--- src/rtl/ldu_pkg.sv ---
// Package: instruction field encodings and the control bundle carried into
// the execute stage, with a decoder from opcode to control bundle.
// Assumes a fixed 32-bit instruction word with the opcode in the top six bits.
package ldu_pkg;

    localparam int OPC_W = 6;

    localparam logic [OPC_W-1:0] OPC_REGREG = 6'h00;
    localparam logic [OPC_W-1:0] OPC_LOAD   = 6'h23;
    localparam logic [OPC_W-1:0] OPC_STORE  = 6'h2B;

    // Control fields that travel with an instruction into execute.
    typedef struct packed {
        logic mem_read;
        logic mem_write;
        logic reg_write;
    } ctrl_t;

    localparam ctrl_t CTRL_NONE = '{mem_read: 1'b0, mem_write: 1'b0, reg_write: 1'b0};

    // Map an opcode to its control bundle; unknown opcodes do nothing.
    function automatic ctrl_t decode_ctrl(input logic [OPC_W-1:0] opc);
        ctrl_t c;
        c = CTRL_NONE;
        case (opc)
            OPC_LOAD:   begin c.mem_read = 1'b1; c.reg_write = 1'b1; end
            OPC_STORE:  begin c.mem_write = 1'b1; end
            OPC_REGREG: begin c.reg_write = 1'b1; end
            default:    c = CTRL_NONE;
        endcase
        return c;
    endfunction

endpackage

--- src/rtl/ldu_hazard_detect.sv ---
// Module: ldu_hazard_detect
// Compares the destination of the instruction in execute with every source
// field of the instruction in decode, and flags a hazard when the execute
// instruction reads memory. Register 0 is never a hazard.
// Assumes source fields are packed side by side, field 0 in the low bits.
module ldu_hazard_detect #(
    parameter int REG_AW  = 5,
    parameter int NUM_SRC = 2
) (
    input  logic                      ex_mem_read,
    input  logic [REG_AW-1:0]         ex_dst,
    input  logic [NUM_SRC*REG_AW-1:0] id_srcs,
    output logic                      hazard
);

    logic [NUM_SRC-1:0] src_hit;

    // One equality comparator per source field.
    for (genvar g = 0; g < NUM_SRC; g++) begin : g_cmp
        assign src_hit[g] = (id_srcs[g*REG_AW +: REG_AW] == ex_dst);
    end

    // A load with a nonzero destination matching any source stalls decode.
    assign hazard = ex_mem_read && (ex_dst != '0) && (|src_hit);

endmodule

--- src/rtl/ldu_fetch_stage.sv ---
// Module: ldu_fetch_stage
// Program counter and fetch/decode instruction register, each with its own
// write enable. Reset clears both.
// Assumes instruction memory answers combinationally for the current PC.
module ldu_fetch_stage #(
    parameter int          XLEN     = 32,
    parameter int          PC_STEP  = 4,
    parameter logic [31:0] RESET_PC = 32'h0
) (
    input  logic            clk,
    input  logic            rst_n,
    input  logic            pc_we,
    input  logic            fd_we,
    input  logic [XLEN-1:0] imem_rdata,
    output logic [XLEN-1:0] pc,
    output logic [XLEN-1:0] fd_instr
);

    localparam logic [XLEN-1:0] STEP  = XLEN'(PC_STEP);
    localparam logic [XLEN-1:0] PC_RV = XLEN'(RESET_PC);

    // Program counter: step forward unless frozen by a stall.
    always_ff @(posedge clk) begin
        if (!rst_n)     pc <= PC_RV;
        else if (pc_we) pc <= pc + STEP;
    end

    // Fetch/decode register: capture the fetched word unless frozen.
    always_ff @(posedge clk) begin
        if (!rst_n)     fd_instr <= '0;
        else if (fd_we) fd_instr <= imem_rdata;
    end

endmodule

--- src/rtl/ldu_dx_stage.sv ---
// Module: ldu_dx_stage
// Control part of the decode/execute register. A bubble replaces the
// decoded bundle with all zeros; reset also leaves all zeros.
// Assumes the destination field is carried even for bubbles (it is harmless
// because memory-read is zero).
module ldu_dx_stage #(
    parameter int REG_AW = 5
) (
    input  logic                clk,
    input  logic                rst_n,
    input  logic                bubble,
    input  ldu_pkg::ctrl_t      ctrl_in,
    input  logic [REG_AW-1:0]   dst_in,
    output ldu_pkg::ctrl_t      ctrl_q,
    output logic [REG_AW-1:0]   dst_q
);

    // Control bundle: zeroed on reset or bubble, else the decoded bundle.
    always_ff @(posedge clk) begin
        if (!rst_n || bubble) ctrl_q <= ldu_pkg::CTRL_NONE;
        else                  ctrl_q <= ctrl_in;
    end

    // Destination register number travelling alongside the bundle.
    always_ff @(posedge clk) begin
        if (!rst_n) dst_q <= '0;
        else        dst_q <= dst_in;
    end

endmodule

--- src/rtl/ldu_stall_ctrl.sv ---
// Module: ldu_stall_ctrl (top)
// Decode-stage load-use stall controller with a model of the PC, the
// fetch/decode register and the decode/execute control register.
// On a hazard it freezes the PC and fetch/decode register for one cycle
// and injects a zero control bundle into execute.
// Assumes the opcode, first source and second source sit at the
// field positions given by the parameters; forwarding is handled elsewhere.
module ldu_stall_ctrl #(
    parameter int XLEN    = 32,
    parameter int REG_AW  = 5,
    parameter int PC_STEP = 4,
    parameter int OPC_LSB = 26,
    parameter int RS_LSB  = 21,
    parameter int RT_LSB  = 16
) (
    input  logic              clk,
    input  logic              rst_n,
    input  logic [XLEN-1:0]   imem_rdata,
    output logic [XLEN-1:0]   pc_o,
    output logic [XLEN-1:0]   fd_instr_o,
    output logic              pc_we_o,
    output logic              fd_we_o,
    output logic              bubble_o,
    output logic              dx_mem_read_o,
    output logic              dx_mem_write_o,
    output logic              dx_reg_write_o,
    output logic [REG_AW-1:0] dx_rt_o
);

    import ldu_pkg::*;

    localparam int NUM_SRC = 2;

    logic [XLEN-1:0]           fd_instr;
    logic [XLEN-1:0]           pc;
    logic [OPC_W-1:0]          id_opc;
    logic [REG_AW-1:0]         id_rs;
    logic [REG_AW-1:0]         id_rt;
    logic [NUM_SRC*REG_AW-1:0] id_srcs;
    ctrl_t                     id_ctrl;
    ctrl_t                     dx_ctrl;
    logic [REG_AW-1:0]         dx_rt;
    logic                      stall;

    // Field extraction from the instruction in decode.
    assign id_opc  = fd_instr[OPC_LSB +: OPC_W];
    assign id_rs   = fd_instr[RS_LSB  +: REG_AW];
    assign id_rt   = fd_instr[RT_LSB  +: REG_AW];
    assign id_srcs = {id_rt, id_rs};
    assign id_ctrl = decode_ctrl(id_opc);

    ldu_hazard_detect #(
        .REG_AW  (REG_AW),
        .NUM_SRC (NUM_SRC)
    ) u_hazard (
        .ex_mem_read (dx_ctrl.mem_read),
        .ex_dst      (dx_rt),
        .id_srcs     (id_srcs),
        .hazard      (stall)
    );

    ldu_fetch_stage #(
        .XLEN    (XLEN),
        .PC_STEP (PC_STEP)
    ) u_fetch (
        .clk        (clk),
        .rst_n      (rst_n),
        .pc_we      (!stall),
        .fd_we      (!stall),
        .imem_rdata (imem_rdata),
        .pc         (pc),
        .fd_instr   (fd_instr)
    );

    ldu_dx_stage #(
        .REG_AW (REG_AW)
    ) u_dx (
        .clk     (clk),
        .rst_n   (rst_n),
        .bubble  (stall),
        .ctrl_in (id_ctrl),
        .dst_in  (id_rt),
        .ctrl_q  (dx_ctrl),
        .dst_q   (dx_rt)
    );

    // Port mapping.
    assign pc_o           = pc;
    assign fd_instr_o     = fd_instr;
    assign pc_we_o        = !stall;
    assign fd_we_o        = !stall;
    assign bubble_o       = stall;
    assign dx_mem_read_o  = dx_ctrl.mem_read;
    assign dx_mem_write_o = dx_ctrl.mem_write;
    assign dx_reg_write_o = dx_ctrl.reg_write;
    assign dx_rt_o        = dx_rt;

endmodule

--- config.mk ---
export PLATFORM = sky130hd
export DESIGN_NAME = ldu_stall_ctrl
export DESIGN_NICKNAME = d
export VERILOG_FILES = /design/src/rtl/ldu_pkg.sv /design/src/rtl/ldu_hazard_detect.sv /design/src/rtl/ldu_fetch_stage.sv /design/src/rtl/ldu_dx_stage.sv /design/src/rtl/ldu_stall_ctrl.sv
export SDC_FILE = /design/constraint.sdc
export NUM_CORES = 1
export LEC_CHECK = 0
export ABC_CLOCK_PERIOD_IN_PS = 4850
export CORE_MARGIN = 5
export CORE_UTILIZATION = 60
export CTS_BUF_LIST = sky130_fd_sc_hd__clkbuf_8
export CTS_CLUSTER_DIAMETER = 150
export DETAILED_ROUTE_END_ITERATION = 8
export DONT_BUFFER_PORTS = 1
export PLACE_DENSITY = 0.82
export SYNTH_ARGS = -nofsm -noshare
export SYNTH_HDL_FRONTEND = slang
export SYNTH_HIERARCHICAL = 1
export SYNTH_SLANG_ARGS = --single-unit
--- constraint.sdc ---
create_clock -name clk -period 4.85 [get_ports clk]
set_clock_uncertainty 0.1 [all_clocks]
set_input_delay 0.485 -clock clk [delete_from_list [all_inputs] [get_ports clk]]
set_output_delay 0.485 -clock clk [all_outputs]
set_load 0.02 [all_outputs]
## Yosys cells after proc, flatten, opt, wreduce, memory -nomap -nowiden

Index checks and enable logic that the tools add are counted.

- Equal/unequal tests: 4
- Multiplexer cells: 3
- Reductions and logical operators: 9
- $add $sub $neg: 1

Operator list:

| kind | count |
|---|---|
| adder 32 x 3 -> 32 bit, second input constant | 1 |
| equality test 6 bit, second input constant | 2 |
| equality test 5 bit | 2 |
| logical NOT 6 bit | 1 |
| nonzero test 5 bit | 1 |
| OR reduction 2 bit | 2 |
| two-way mux 1 bit | 3 |
| logical AND 1 bit | 2 |
| logical NOT 1 bit | 2 |
| logical OR 1 bit | 1 |

- Output and inout port bits: 75
- Input bits: 34
- Logic and storage cells: 23
- Register bits after elaboration: 72

## Logic depth before layout (Yosys ltp)

- Word-level depth: 4
- Depth in mapped cells: 11
- Mapped depth without buffers: 9

## Modules after synthesis

The synthesis kept the hierarchy.

Modules (own cells, without submodules):

| module | times used | area an instance (µm²) | sequential area each (µm²) | cells each |
|---|---|---|---|---|
| ldu_fetch_stage | 1 | 2583.7 | 1241.2 | 277 |
| ldu_dx_stage | 1 | 224.0 | 160.2 | 16 |
| ldu_hazard_detect | 1 | 125.1 | 0.0 | 17 |
| ldu_stall_ctrl | 1 | 52.6 | 0.0 | 7 |

## Worst setup path after synthesis

OpenSTA, ideal clock, no wires.

- Path kind: register to register
- Start point: reg u_dx.dst_q[1]
- End point: reg u_fetch.pc[16]
- Arrival time: 2636 ps
- Clock period less this slack: 2855 ps
- Setup time: 119 ps
- Setup slack: 1995 ps
- Path buffers: 2
- Cell stages (with the launch flop): 11
- Required time: 4631 ps
- Path through: dfxtp_1 or4_1 o21ai_1 a21oi_1 inv_1 clkbuf_1 nand2_1 clkbuf_1 nor4_1 nand3_1 mux2i_1

- Word-level cells in the longest chain between the ends: 3
- Elaborated cells on any way between the ends: 6
- Classes of those cells: 2 x eq/ne; 4 x reduce/logical

Ends and longest elaborated chain:

| what | RTL line | RTL |
|---|---|---|
| start: declaration | ldu_dx_stage.sv:15 | `output logic [REG_AW-1:0] dst_q` |
| start signal: assignment | ldu_dx_stage.sv:27 | `else dst_q <= dst_in;` |
| equality test 5 bit or nonzero test 5 bit (tied branches) | ldu_hazard_detect.sv:20, ldu_hazard_detect.sv:24 |  |
| OR reduction 2 bit or logical AND 1 bit (tied branches) | ldu_hazard_detect.sv:24 | `assign hazard = ex_mem_read && (ex_dst != '0) && (\|src_hit);` |
| logical AND 1 bit (*) | ldu_hazard_detect.sv:24 |  |
| named net bubble_o | ldu_stall_ctrl.sv:23 | `output logic bubble_o,` |
| end signal: assignment | ldu_fetch_stage.sv:25 | `else if (pc_we) pc <= pc + STEP;` |
| end: declaration | ldu_fetch_stage.sv:15 | `output logic [XLEN-1:0] pc,` |

The timed path passes the listed nets; every way through them passes the cells marked *.
A chain may end at the register's enable or synchronous reset.

## Worst setup path after layout

- Start point: reg u_dx.dst_q[2]
- End point: out pc_we_o

- Word-level cells in the longest chain between the ends: 4
- Elaborated cells on any way between the ends: 7
- Classes of those cells: 2 x eq/ne; 5 x reduce/logical

Ends and longest elaborated chain:

| what | RTL line | RTL |
|---|---|---|
| equality test 5 bit or nonzero test 5 bit (tied branches) | ldu_hazard_detect.sv:20, ldu_hazard_detect.sv:24 |  |
| OR reduction 2 bit or logical AND 1 bit (tied branches) | ldu_hazard_detect.sv:24 |  |
| logical AND 1 bit (*) | ldu_hazard_detect.sv:24 |  |
| named net bubble_o | ldu_stall_ctrl.sv:23 |  |
| logical NOT 1 bit (*) | - |  |
| end: declaration | ldu_stall_ctrl.sv:21 | `output logic pc_we_o,` |

Marked as above.

==> summary.md <==
| Metric | Value |
|---|---|
| Worst skew pair latency | `about 0.33 ns` |
| Wirelength per Cell | `around 17 microns` |
| CTS resizes | `0` |
| Area grow syn2layout | `6.12%` |
| Vert. Die Dim | `around 80 microns` |
| Layout cells sized above 1 | `0.0828` |
| Tmin final | `approximately 3.1 ns` |
| # IOs | `about 110` |
| Final hold violation count | `0` |
| Drt pass-1 iters | `4` |
| Max frequency | `around 320 MHz` |
| Number of fill cells in the layout | `410` |
| NetSw | `approximately 0.26 mW` |
| Worst setup SP type | `flop` |
| Unrepaired setup endpoints after global routing | `no` |
| Synth unique cells | `35` |
| Worst-path maximum fanout | `31` |
| WL final | `about 6500 microns` |
| Cell leakage power | `1.40 nW` |
| First DRT Iteration DRCs | `about 180` |
| Reg area | `between 1000 and 1500 sq um` |
| Syn Area/Cell | `9.42 sq um` |
| Post-synth ARST share | `0` |
| Crit path kind | `flop to output pin` |
| Die Area | `approximately 6500 sq um` |
| # port buffers | `0` |
| Status | `finished clean` |
| Footprint of the multi-input gates | `1470 sq um` |
| Hpwl dp | `between 4000 and 5000 microns` |
| Clk root buf | `clkbuf_8` |
| Rows | `25` |
| Slowest cell on crit path | `a21oi_1` |
| MaxCap Viol Count | `0` |
| Pint | `approximately 0.83 mW` |
| Dpl cell area | `2990 sq um` |
| Num CTS Buffers | `9` |
| Antenna Nets Post-Route | `0` |
| Seq/Total Area, Yosys | `0.469` |
| Setup Fix Bufs, Post-CTS | `0` |
| Final Cycle Share | `0.647` |
| Logic pwr share | `0.043` |
| Initial antenna violation count | `0` |
| Die Wd | `80.5 microns` |
| # diodes | `0` |
| Cells after Synth | `317` |
| Tightest Pin Transition | `around 1.2 ns` |
| CP cell instances | `xor2_1 -> nor3_1 -> nand3_1 -> a21oi_1 -> inv_2 -> buf_4` |
| # hold bufs at CTS | `0` |
| Worst path max stage delay | `0.63 ns` |
| Share of total power in sequential cells | `0.580` |
| Pwr Density | `346 nW/um^2` |
| H-tree levels | `3` |
| Synth Register Bits | `70` |
| Starting density of the core | `0.624` |
| Grt total ovfl | `0` |
| Peak VDD IR | `219 uV` |
| GRT Total Usage | `0.211` |
| CTS clk-pin slew, worst paths | `~0.07 ns` |
| Final slew viol count | `0` |
| Remaining DRCs | `0` |
| Clock Power Share | `0.377` |
| Setup violators final | `0` |
| Ys Warns | `6` |
| CTS tree | `yes` |
| Critical path required time | `~4.3 ns` |
| Pin count of the biggest net entering global routing | `40` |
| Core area | `roughly 4800 sq um` |
| CP Buf/Inv Count | `2` |
| Fin nets | `about 350` |
| CP top delay family | `buffers and inverters` |
| Relative slew margins | `0.185` |
| Via count | `around 2.3k` |
| Hold Crit Class | `primary input to flop` |
| Via density | `between 5 and 6` |
| First-pass GRT wire length | `between 10000 and 15000 microns` |
| Setup TNS | `0 ns` |
| Clock Path Buffers | `2` |
| Critical Path AT | `2.55 ns` |
| Synth Flop Type | `dfxtp_1` |
| EDFF count, synth | `0` |
| Sw frac | `0.240` |
| Crit end category | `output pin` |
| Clock Sinks | `70` |
| Vias in the first global route | `around 2.1k` |
| Fin area | `between 3000 and 4000 sq um` |
| Gp weighted congestion | `0.810` |
| Cell Area, Synth | `about 3000 sq um` |
layout by cell type, fill, tap and decap left out, drive strengths merged:
cell type and count:
dfxtp 70, nor2 46, mux2i 39, nand3 14
nand2 14, xnor2 14, clkbuf 12, a21oi 12
nand4 11, or4 10, nor4 8, xor2 8
inv 8, nor3 7, o31ai 7, nand2b 6
and2 6, and3b 3, o21ai 3, or3 2
buf 2, a31o 2, nand4b 2, conb 2
a2111oi 1, nor4b 1, clkinv 1, and3 1
and4 1, ha 1
kinds of logic (layout without fill, tap and decap cells):
| family | Yosys count | count (layout) | synth area share |
|---|---|---|---|
| other cells | 1 | 2 | 0.00126 |
| mux | 39 | 39 | 0.131 |
| xor+xnor | 22 | 22 | 0.0645 |
| flops | 70 | 70 | 0.469 |
| simple gates | 132 | 132 | 0.236 |
| compound gates | 25 | 25 | 0.0536 |
| buf+inv | 27 | 23 | 0.0402 |
| fa+ha+maj | 1 | 1 | 0.00419 |
area by class of cell:
type                            count  area share
Multi-Input combinational cell    221       0.463
Clock buffer                       12      0.0521
Inverter                            7     0.00829
Timing Repair Buffer                2     0.00474
Sequential cell                    70       0.442
Tap cell                           67      0.0265
Clock inverter                      2     0.00276
power groups by stage:
stage	sequential [mW]	combinational [mW]	clock (mW)
after floorplan	0.644	0.0427	0
after global placement	0.649	0.0454	0
after detailed placement	0.650	0.0470	0
after CTS	0.637	0.0472	0.425
after global routing	0.639	0.0543	0.457
final	0.637	0.0470	0.413
cells in the mapped netlist, types with 2 or more instances:
library cell,n,area [sq um]
a21oi_1,12,60.1
a31o_2,2,17.5
and2_2,5,37.5
and3b_1,3,26.3
buf_1,5,18.8
buf_4,3,22.5
clkbuf_1,11,41.3
dfxtp_1,70,1400
inv_1,7,26.3
mux2i_1,39,390
nand2_1,14,52.6
nand2b_1,6,37.5
nand3_1,14,70.1
nand4_1,10,62.6
nand4b_1,2,17.5
nor2_1,46,173
nor3_1,7,35.0
nor4_1,8,50.1
o21ai_0,2,10.0
o31ai_1,7,52.6
or3_1,2,12.5
or4_1,9,67.6
xnor2_1,14,123
xor2_1,8,70.1
registers in the layout (all words and copies together) (netlist names):
name	flops
u_dx/ctrl_q	3
u_dx/dst_q	5
u_fetch/fd_instr	32
u_fetch/pc	30
per-stage QoR:
step | hold WS (ns) | worst slack, ns | total power [mW] | util | std cells
after floorplan | 0.444 | 1.99 | 0.686 | - | 318
after global placement | 0.464 | 2.08 | 0.694 | 0.626 | 367
final | 0.191 | 1.71 | 1.10 | 0.662 | 381
after CTS | 0.172 | 1.68 | 1.11 | 0.662 | 381
after global routing | 0.168 | 1.55 | 1.15 | 0.662 | 381
after detailed placement | 0.482 | 2.00 | 0.697 | 0.626 | 367
per-layer routing:
layer / GRT usage / vias to the layer above / wire length, microns
li1: - / 1088 / -
met1: 0.256 / 1094 / 2670
met2: 0.336 / 88 / 3080
met3: 0.0717 / 10 / 599
met4: 0.0997 / 0 / 102
met5: 0 / - / 0
worst paths after layout:
check	cells past startpoint	end	startpoint	slack, ns
min reg2reg	2	u_fetch/pc[28]$_SDFFE_PN0P_	u_fetch/pc[28]$_SDFFE_PN0P_	0.49
min	1	u_dx/dst_q[4]$_SDFF_PN0_	rst_n	0.19
max reg2reg	8	u_fetch/pc[16]$_SDFFE_PN0P_	u_dx/dst_q[1]$_SDFF_PN0_	1.96
max	6	pc_we_o	u_dx/dst_q[2]$_SDFF_PN0_	1.71
(Power assumes the default switching activity.)
